$ cat src/rtl/timer12_pkg.sv
package timer12_pkg;

    localparam int ADDR_W = 3;
    localparam int BYTE_W = 8;

    typedef enum logic [1:0] {
        SEL_HALT_A = 2'b00,
        SEL_HALT_B = 2'b01,
        SEL_FAST   = 2'b10,
        SEL_SLOW   = 2'b11
    } clk_sel_e;

    localparam logic [ADDR_W-1:0] A_CTRL   = 3'd0;
    localparam logic [ADDR_W-1:0] A_CNT_HI = 3'd1;
    localparam logic [ADDR_W-1:0] A_CNT_LO = 3'd2;
    localparam logic [ADDR_W-1:0] A_CAP_HI = 3'd3;
    localparam logic [ADDR_W-1:0] A_CAP_LO = 3'd4;
    localparam logic [ADDR_W-1:0] A_RLD_HI = 3'd5;
    localparam logic [ADDR_W-1:0] A_RLD_LO = 3'd6;

    localparam int B_OVF_FLAG = 0;
    localparam int B_OVF_EN   = 1;
    localparam int B_CAP_FLAG = 2;
    localparam int B_CAP_EN   = 3;
    localparam int B_CMP_EN   = 4;
    localparam int B_SEL_LO   = 5;
    localparam int B_SEL_HI   = 6;

endpackage

$ cat src/rtl/tmr_sync_edge.sv
// Multi-stage synchronizer followed by a rising-edge detector.
// STAGES must be 2 or more.
module tmr_sync_edge #(
    parameter int STAGES = 2
) (
    input  logic clk,
    input  logic rst_n,
    input  logic async_i,
    output logic rise_o
);

    typedef struct packed {
        logic [STAGES-1:0] chain;
        logic              last;
    } sync_t;

    sync_t s_d, s_q;

    always_comb begin
        s_d       = s_q;
        s_d.chain = {s_q.chain[STAGES-2:0], async_i};
        s_d.last  = s_q.chain[STAGES-1];
    end

    always_ff @(posedge clk or negedge rst_n) begin
        if (!rst_n) begin
            s_q <= '0;
        end else begin
            s_q <= s_d;
        end
    end

    assign rise_o = s_q.chain[STAGES-1] & ~s_q.last;

endmodule

$ cat src/rtl/tmr_count_core.sv
// Up-counter that restarts from a reload value after its all-ones state.
module tmr_count_core #(
    parameter int CNT_W = 12
) (
    input  logic             clk,
    input  logic             rst_n,
    input  logic             run_i,
    input  logic [CNT_W-1:0] reload_i,
    output logic [CNT_W-1:0] count_o,
    output logic             wrap_o
);

    localparam logic [CNT_W-1:0] TOP_VAL = '1;
    localparam logic [CNT_W-1:0] ONE     = {{(CNT_W-1){1'b0}}, 1'b1};

    typedef struct packed {
        logic [CNT_W-1:0] value;
    } cnt_t;

    cnt_t c_d, c_q;
    logic at_top;

    always_comb begin
        c_d    = c_q;
        at_top = (c_q.value == TOP_VAL);
        if (run_i) begin
            if (at_top) begin
                c_d.value = reload_i;
            end else begin
                c_d.value = c_q.value + ONE;
            end
        end
    end

    always_ff @(posedge clk or negedge rst_n) begin
        if (!rst_n) begin
            c_q <= '0;
        end else begin
            c_q <= c_d;
        end
    end

    assign count_o = c_q.value;
    assign wrap_o  = run_i & at_top;

endmodule

$ cat src/rtl/tmr_regs.sv
// Byte register file: control/status, reload, capture and read mux.
module tmr_regs
    import timer12_pkg::*;
#(
    parameter int CNT_W = 12
) (
    input  logic              clk,
    input  logic              rst_n,
    input  logic              wr_en_i,
    input  logic              rd_en_i,
    input  logic [ADDR_W-1:0] addr_i,
    input  logic [BYTE_W-1:0] wdata_i,
    input  logic              tick_i,
    input  logic [CNT_W-1:0]  count_i,
    input  logic              wrap_i,
    input  logic              cap_evt_i,
    output logic              run_o,
    output logic [CNT_W-1:0]  reload_o,
    output logic [BYTE_W-1:0] rdata_o,
    output logic              ovf_flag_o,
    output logic              ovf_en_o,
    output logic              cap_flag_o,
    output logic              cap_en_o
);

    localparam int HI_W = CNT_W - BYTE_W;

    typedef struct packed {
        logic             ovf_flag;
        logic             ovf_en;
        logic             cap_flag;
        logic             cap_en;
        logic             cmp_en;
        clk_sel_e         sel;
        logic [CNT_W-1:0] reload;
        logic [CNT_W-1:0] cap_val;
    } regs_t;

    regs_t r_d, r_q;

    logic wr_ctrl, wr_rld_hi, wr_rld_lo;
    logic rd_ctrl, rd_cap;

    function automatic logic [BYTE_W-1:0] hi_byte(input logic [CNT_W-1:0] v);
        return {{(BYTE_W-HI_W){1'b0}}, v[CNT_W-1:BYTE_W]};
    endfunction

    always_comb begin
        wr_ctrl   = wr_en_i && (addr_i == A_CTRL);
        wr_rld_hi = wr_en_i && (addr_i == A_RLD_HI);
        wr_rld_lo = wr_en_i && (addr_i == A_RLD_LO);
        rd_ctrl   = rd_en_i && (addr_i == A_CTRL);
        rd_cap    = rd_en_i && ((addr_i == A_CAP_HI) || (addr_i == A_CAP_LO));
    end

    always_comb begin
        r_d = r_q;

        // writable control fields; flag bits of the write data are dropped
        if (wr_ctrl) begin
            r_d.ovf_en = wdata_i[B_OVF_EN];
            r_d.cap_en = wdata_i[B_CAP_EN];
            r_d.cmp_en = wdata_i[B_CMP_EN];
            r_d.sel    = clk_sel_e'(wdata_i[B_SEL_HI:B_SEL_LO]);
        end

        if (wr_rld_hi) begin
            r_d.reload[CNT_W-1:BYTE_W] = wdata_i[HI_W-1:0];
        end
        if (wr_rld_lo) begin
            r_d.reload[BYTE_W-1:0] = wdata_i;
        end

        // read-to-clear first, hardware set afterwards so the set wins
        if (rd_ctrl) begin
            r_d.ovf_flag = 1'b0;
        end
        if (wrap_i) begin
            r_d.ovf_flag = 1'b1;
        end

        if (rd_cap) begin
            r_d.cap_flag = 1'b0;
        end
        if (cap_evt_i) begin
            r_d.cap_flag = 1'b1;
            r_d.cap_val  = count_i;
        end
    end

    always_ff @(posedge clk or negedge rst_n) begin
        if (!rst_n) begin
            r_q <= '0;
        end else begin
            r_q <= r_d;
        end
    end

    always_comb begin
        case (addr_i)
            A_CTRL:   rdata_o = {1'b0, r_q.sel, r_q.cmp_en, r_q.cap_en,
                                 r_q.cap_flag, r_q.ovf_en, r_q.ovf_flag};
            A_CNT_HI: rdata_o = hi_byte(count_i);
            A_CNT_LO: rdata_o = count_i[BYTE_W-1:0];
            A_CAP_HI: rdata_o = hi_byte(r_q.cap_val);
            A_CAP_LO: rdata_o = r_q.cap_val[BYTE_W-1:0];
            A_RLD_HI: rdata_o = hi_byte(r_q.reload);
            A_RLD_LO: rdata_o = r_q.reload[BYTE_W-1:0];
            default:  rdata_o = '0;
        endcase
    end

    always_comb begin
        case (r_q.sel)
            SEL_FAST: run_o = 1'b1;
            SEL_SLOW: run_o = tick_i;
            default:  run_o = 1'b0;
        endcase
    end

    assign reload_o   = r_q.reload;
    assign ovf_flag_o = r_q.ovf_flag;
    assign ovf_en_o   = r_q.ovf_en;
    assign cap_flag_o = r_q.cap_flag;
    assign cap_en_o   = r_q.cap_en;

endmodule

$ cat src/rtl/reload_timer12.sv
// 12-bit reload timer with input capture and byte register port.
module reload_timer12
    import timer12_pkg::*;
#(
    parameter int CNT_W       = 12,
    parameter int SYNC_STAGES = 2
) (
    input  logic              clk,
    input  logic              rst_n,
    input  logic              tick_i,
    input  logic              cap_i,
    input  logic              wr_en_i,
    input  logic              rd_en_i,
    input  logic [ADDR_W-1:0] addr_i,
    input  logic [BYTE_W-1:0] wdata_i,
    output logic [BYTE_W-1:0] rdata_o,
    output logic              irq_o
);

    logic             run_w;
    logic             wrap_w;
    logic             cap_evt_w;
    logic [CNT_W-1:0] count_w;
    logic [CNT_W-1:0] reload_w;
    logic             ovf_flag_w, ovf_en_w, cap_flag_w, cap_en_w;

    tmr_sync_edge #(
        .STAGES (SYNC_STAGES)
    ) u_sync (
        .clk     (clk),
        .rst_n   (rst_n),
        .async_i (cap_i),
        .rise_o  (cap_evt_w)
    );

    tmr_count_core #(
        .CNT_W (CNT_W)
    ) u_core (
        .clk      (clk),
        .rst_n    (rst_n),
        .run_i    (run_w),
        .reload_i (reload_w),
        .count_o  (count_w),
        .wrap_o   (wrap_w)
    );

    tmr_regs #(
        .CNT_W (CNT_W)
    ) u_regs (
        .clk        (clk),
        .rst_n      (rst_n),
        .wr_en_i    (wr_en_i),
        .rd_en_i    (rd_en_i),
        .addr_i     (addr_i),
        .wdata_i    (wdata_i),
        .tick_i     (tick_i),
        .count_i    (count_w),
        .wrap_i     (wrap_w),
        .cap_evt_i  (cap_evt_w),
        .run_o      (run_w),
        .reload_o   (reload_w),
        .rdata_o    (rdata_o),
        .ovf_flag_o (ovf_flag_w),
        .ovf_en_o   (ovf_en_w),
        .cap_flag_o (cap_flag_w),
        .cap_en_o   (cap_en_w)
    );

    assign irq_o = (ovf_flag_w & ovf_en_w) | (cap_flag_w & cap_en_w);

endmodule

$ cat config.mk
export PLATFORM = sky130hd
export DESIGN_NAME = reload_timer12
export DESIGN_NICKNAME = d
export VERILOG_FILES = /design/src/rtl/timer12_pkg.sv /design/src/rtl/tmr_sync_edge.sv /design/src/rtl/tmr_count_core.sv /design/src/rtl/tmr_regs.sv /design/src/rtl/reload_timer12.sv
export SDC_FILE = /design/constraint.sdc
export NUM_CORES = 1
export LEC_CHECK = 0
export BUFFER_PORTS_ARGS = -buffer_cell sky130_fd_sc_hd__buf_2
export CAP_MARGIN = 20
export CORE_ASPECT_RATIO = 0.8
export CORE_MARGIN = 5
export CORE_UTILIZATION = 40
export CTS_BUF_LIST = sky130_fd_sc_hd__clkbuf_16
export CTS_CLUSTER_SIZE = 40
export DETAILED_ROUTE_END_ITERATION = 10
export PLACE_DENSITY_LB_ADDON = 0.05
export SKIP_CTS_REPAIR_TIMING = 1
export SLEW_MARGIN = 20
export SYNTH_ARGS = -nofsm -noshare
export SYNTH_HDL_FRONTEND = slang
export SYNTH_SLANG_ARGS = --single-unit
$ cat constraint.sdc
create_clock -name clk -period 2.25 [get_ports clk]
set_input_delay 0.3375 -clock clk [delete_from_list [all_inputs] [get_ports clk]]
set_output_delay 0.3375 -clock clk [all_outputs]
set_load 0.01 [all_outputs]
==> metrics.txt <==
number of max-cap violations 0; CTS sink cnt 46; die extent in x just under 100 um; worst slew pin tran 0.601 ns; Lkg Pwr 1.19 nW; cell chosen for the clock root clkbuf_16; post-detailed-route via-to-cell ratio 5.44; area share of the largest cell type after synthesis 0.481; leading register cell type out of synthesis dfrtp_1; DRC 0; half-perimeter wire length after placement 4290 um; final-layout setup total negative slack 0 ns; Hold WS 0.155 ns; number of hold violations in the final report 0; number of flops mapped to enable cells by yosys 0; syn_nets 219; crit path kind flip-flop to output pin; most common cell after layout, fill and taps aside dfrtp_1; Setup Viol. Count Final 0; latest clock arrival within the worst-skew pair roughly 0.28 ns; total power after layout 2.59 mW; maximum root-to-sink buffer count 2; final critical delay including setup and external delays 1.99 ns; Hold/Removal Path Class input port to async pin; data arrival at the endpoint of the critical path about 1.7 ns; combined global-route utilization of all metal layers 0.167; Pins Over Slew Limit 0; post-route cell area 0.00274 mm2; Power Dens Cells 945 mW/mm2; pin count of the biggest net entering global routing 47; fraction of the cycle the final worst path needs 0.886; Die Footprint 0.00763 mm2; Clk pin slew, worst setup/hold paths 0.06 ns; number of nets in the final layout 244; endpoint required time on the critical path 1.91 ns; post-route non-filler standard cell count between 300 and 400; library cell with the largest summed area after synthesis dfrtp_1; Placed Instances 300; proportion of register bits with asynchronous set or reset after synthesis 1.00; I/O Pins 26; H-tree levels 2; Startpoint Class flip-flop; share of layout cells above drive strength 1 0.363; number of iterations in the first detailed-routing pass 5; Die Span Y 79.2 um; Row Count 25; sequential cell area fraction in the yosys report 0.481; crit path max fanout 8; Avg Synthesized Cell Area 11.9 um2; setup repair after global routing missed its margin no; worst-case setup slack after placement 0.314 ns; critical path capture point type output pin; Cell Area, Synth 0.00239 mm2; total placed instance area 0.00258 mm2; total number of vias 1670; effective utilization at floorplan 0.409; peak clock frequency supported by timing 501 MHz; TritonCTS clock tree yes; area of the placeable core ~0.0058 mm2; vias in the first global route ~1800; number of cells traversed by the worst register-to-register path 5; DR iter-0 viols just under 90; PortBufs 25; Final Wtd Congestion about 0.84; number of antenna violations at the first check in global routing 0; number of standard cells after synthesis 201; number of buffers inserted during clock tree synthesis 5; Synth Register Bits 46; # diodes 0; Peak VDD IR approximately 410 uV; wire length of the first global-routing pass about 9600 um; routed wire length per instance 18.6 um; outcome completed; signed area change from the synthesized netlist to the final layout 14.8%; dominant cells by area after synthesis dfrtp_1, mux2_2, mux4_2; Yosys Warn Count 0; most frequent cells in the layout dfrtp_1, mux2_2, buf_2, a21oi_1, nor2_1; final standard cell utilization of the core 0.469; Slew Limit Headroom 0.599; antenna violation net count after detailed routing 0; worst setup slack after layout roughly 0.26 ns; Congestion Overflow GR 0; final wirelength 5710 um; count of different cell masters after synthesis 44; largest clock skew in the final design 0.00557 ns
## layer usage
layer	global-route usage	routed length [um]	part of all wire
met1	0.254	3000	0.52
met2	0.240	2440	0.43
met3	0.0360	217	0.038
met4	0.0420	63	0.011
met5	0	0	0
## critical path, cell delays in order (launching register included)
cell and delay, ns:
dfrtp_1 0.49, mux2_2 0.31, a221oi_1 0.30, o22ai_1 0.13
buf_2 0.15
## report_power, final
part / total, mW / leakage (nW) / switching (mW) / internal (mW)
clock network: 0.806 / 0.0773 / 0.293 / 0.514
registers: 1.21 / 0.555 / 0.205 / 1.01
logic: 0.573 / 0.557 / 0.267 / 0.306
## cell type report
| type | instances | area [um2] |
|---|---|---|
| Multi-Input combinational cell | 139 | 1160 |
| Tap cell | 81 | 101 |
| Sequential cell | 46 | 1150 |
| Clock buffer | 5 | 125 |
| Fill cell | 557 | 3110 |
| Clock inverter | 2 | 33.8 |
| Timing Repair Buffer | 29 | 155 |
| Inverter | 5 | 18.8 |
## logic make-up after synthesis
logic type / share of synthesized area
and+or+nand+nor: 0.138
muxes: 0.243
buffers and inverters: 0.0340
DFF: 0.481
adders and majority gates: 0.00523
AOI/OAI and AO/OA: 0.0984
## synth_stat cells (2+ instances only)
cell,n
mux2i_1,7
nand3_1,7
buf_2,8
nand4_1,2
a221oi_1,2
and3_1,4
inv_1,5
nor2b_1,3
a21oi_1,16
mux4_2,5
o21ai_0,5
and2_1,3
nor3_1,2
dfrtp_1,46
a22o_1,3
nand2_1,10
nor2_1,13
nand2b_1,2
mux2_2,33
## state kept, by name, indices dropped and copies added, names as in the netlist
register,count
u_core.count_o,12
u_regs.cap_en_o,1
u_regs.cap_flag_o,1
u_regs.ovf_en_o,1
u_regs.ovf_flag_o,1
u_regs.r_q,15
u_regs.reload_o,12
u_sync.s_d,2
u_sync.s_q,1
## worst paths after layout
path | slack (ns) | endpoint | from
worst max-delay path | 0.26 | rdata_o[2] | u_core.count_o[2]$_DFFE_PN0P_
worst min-delay path | 0.15 | u_regs.r_q[24]$_DFFE_PN0P_ | rst_n
worst max register to register | 0.38 | u_core.count_o[5]$_DFFE_PN0P_ | u_core.count_o[0]$_DFFE_PN0P_
worst min register to register | 0.36 | u_sync.s_d[0]$_DFF_PN0_ | u_sync.s_d[2]$_DFF_PN0_
max in group asynchronous | 1.70 | u_regs.r_q[25]$_DFFE_PN0P_ | rst_n
min in group clk | 0.16 | u_sync.s_d[2]$_DFF_PN0_ | cap_i
(Power assumes the default switching activity.)
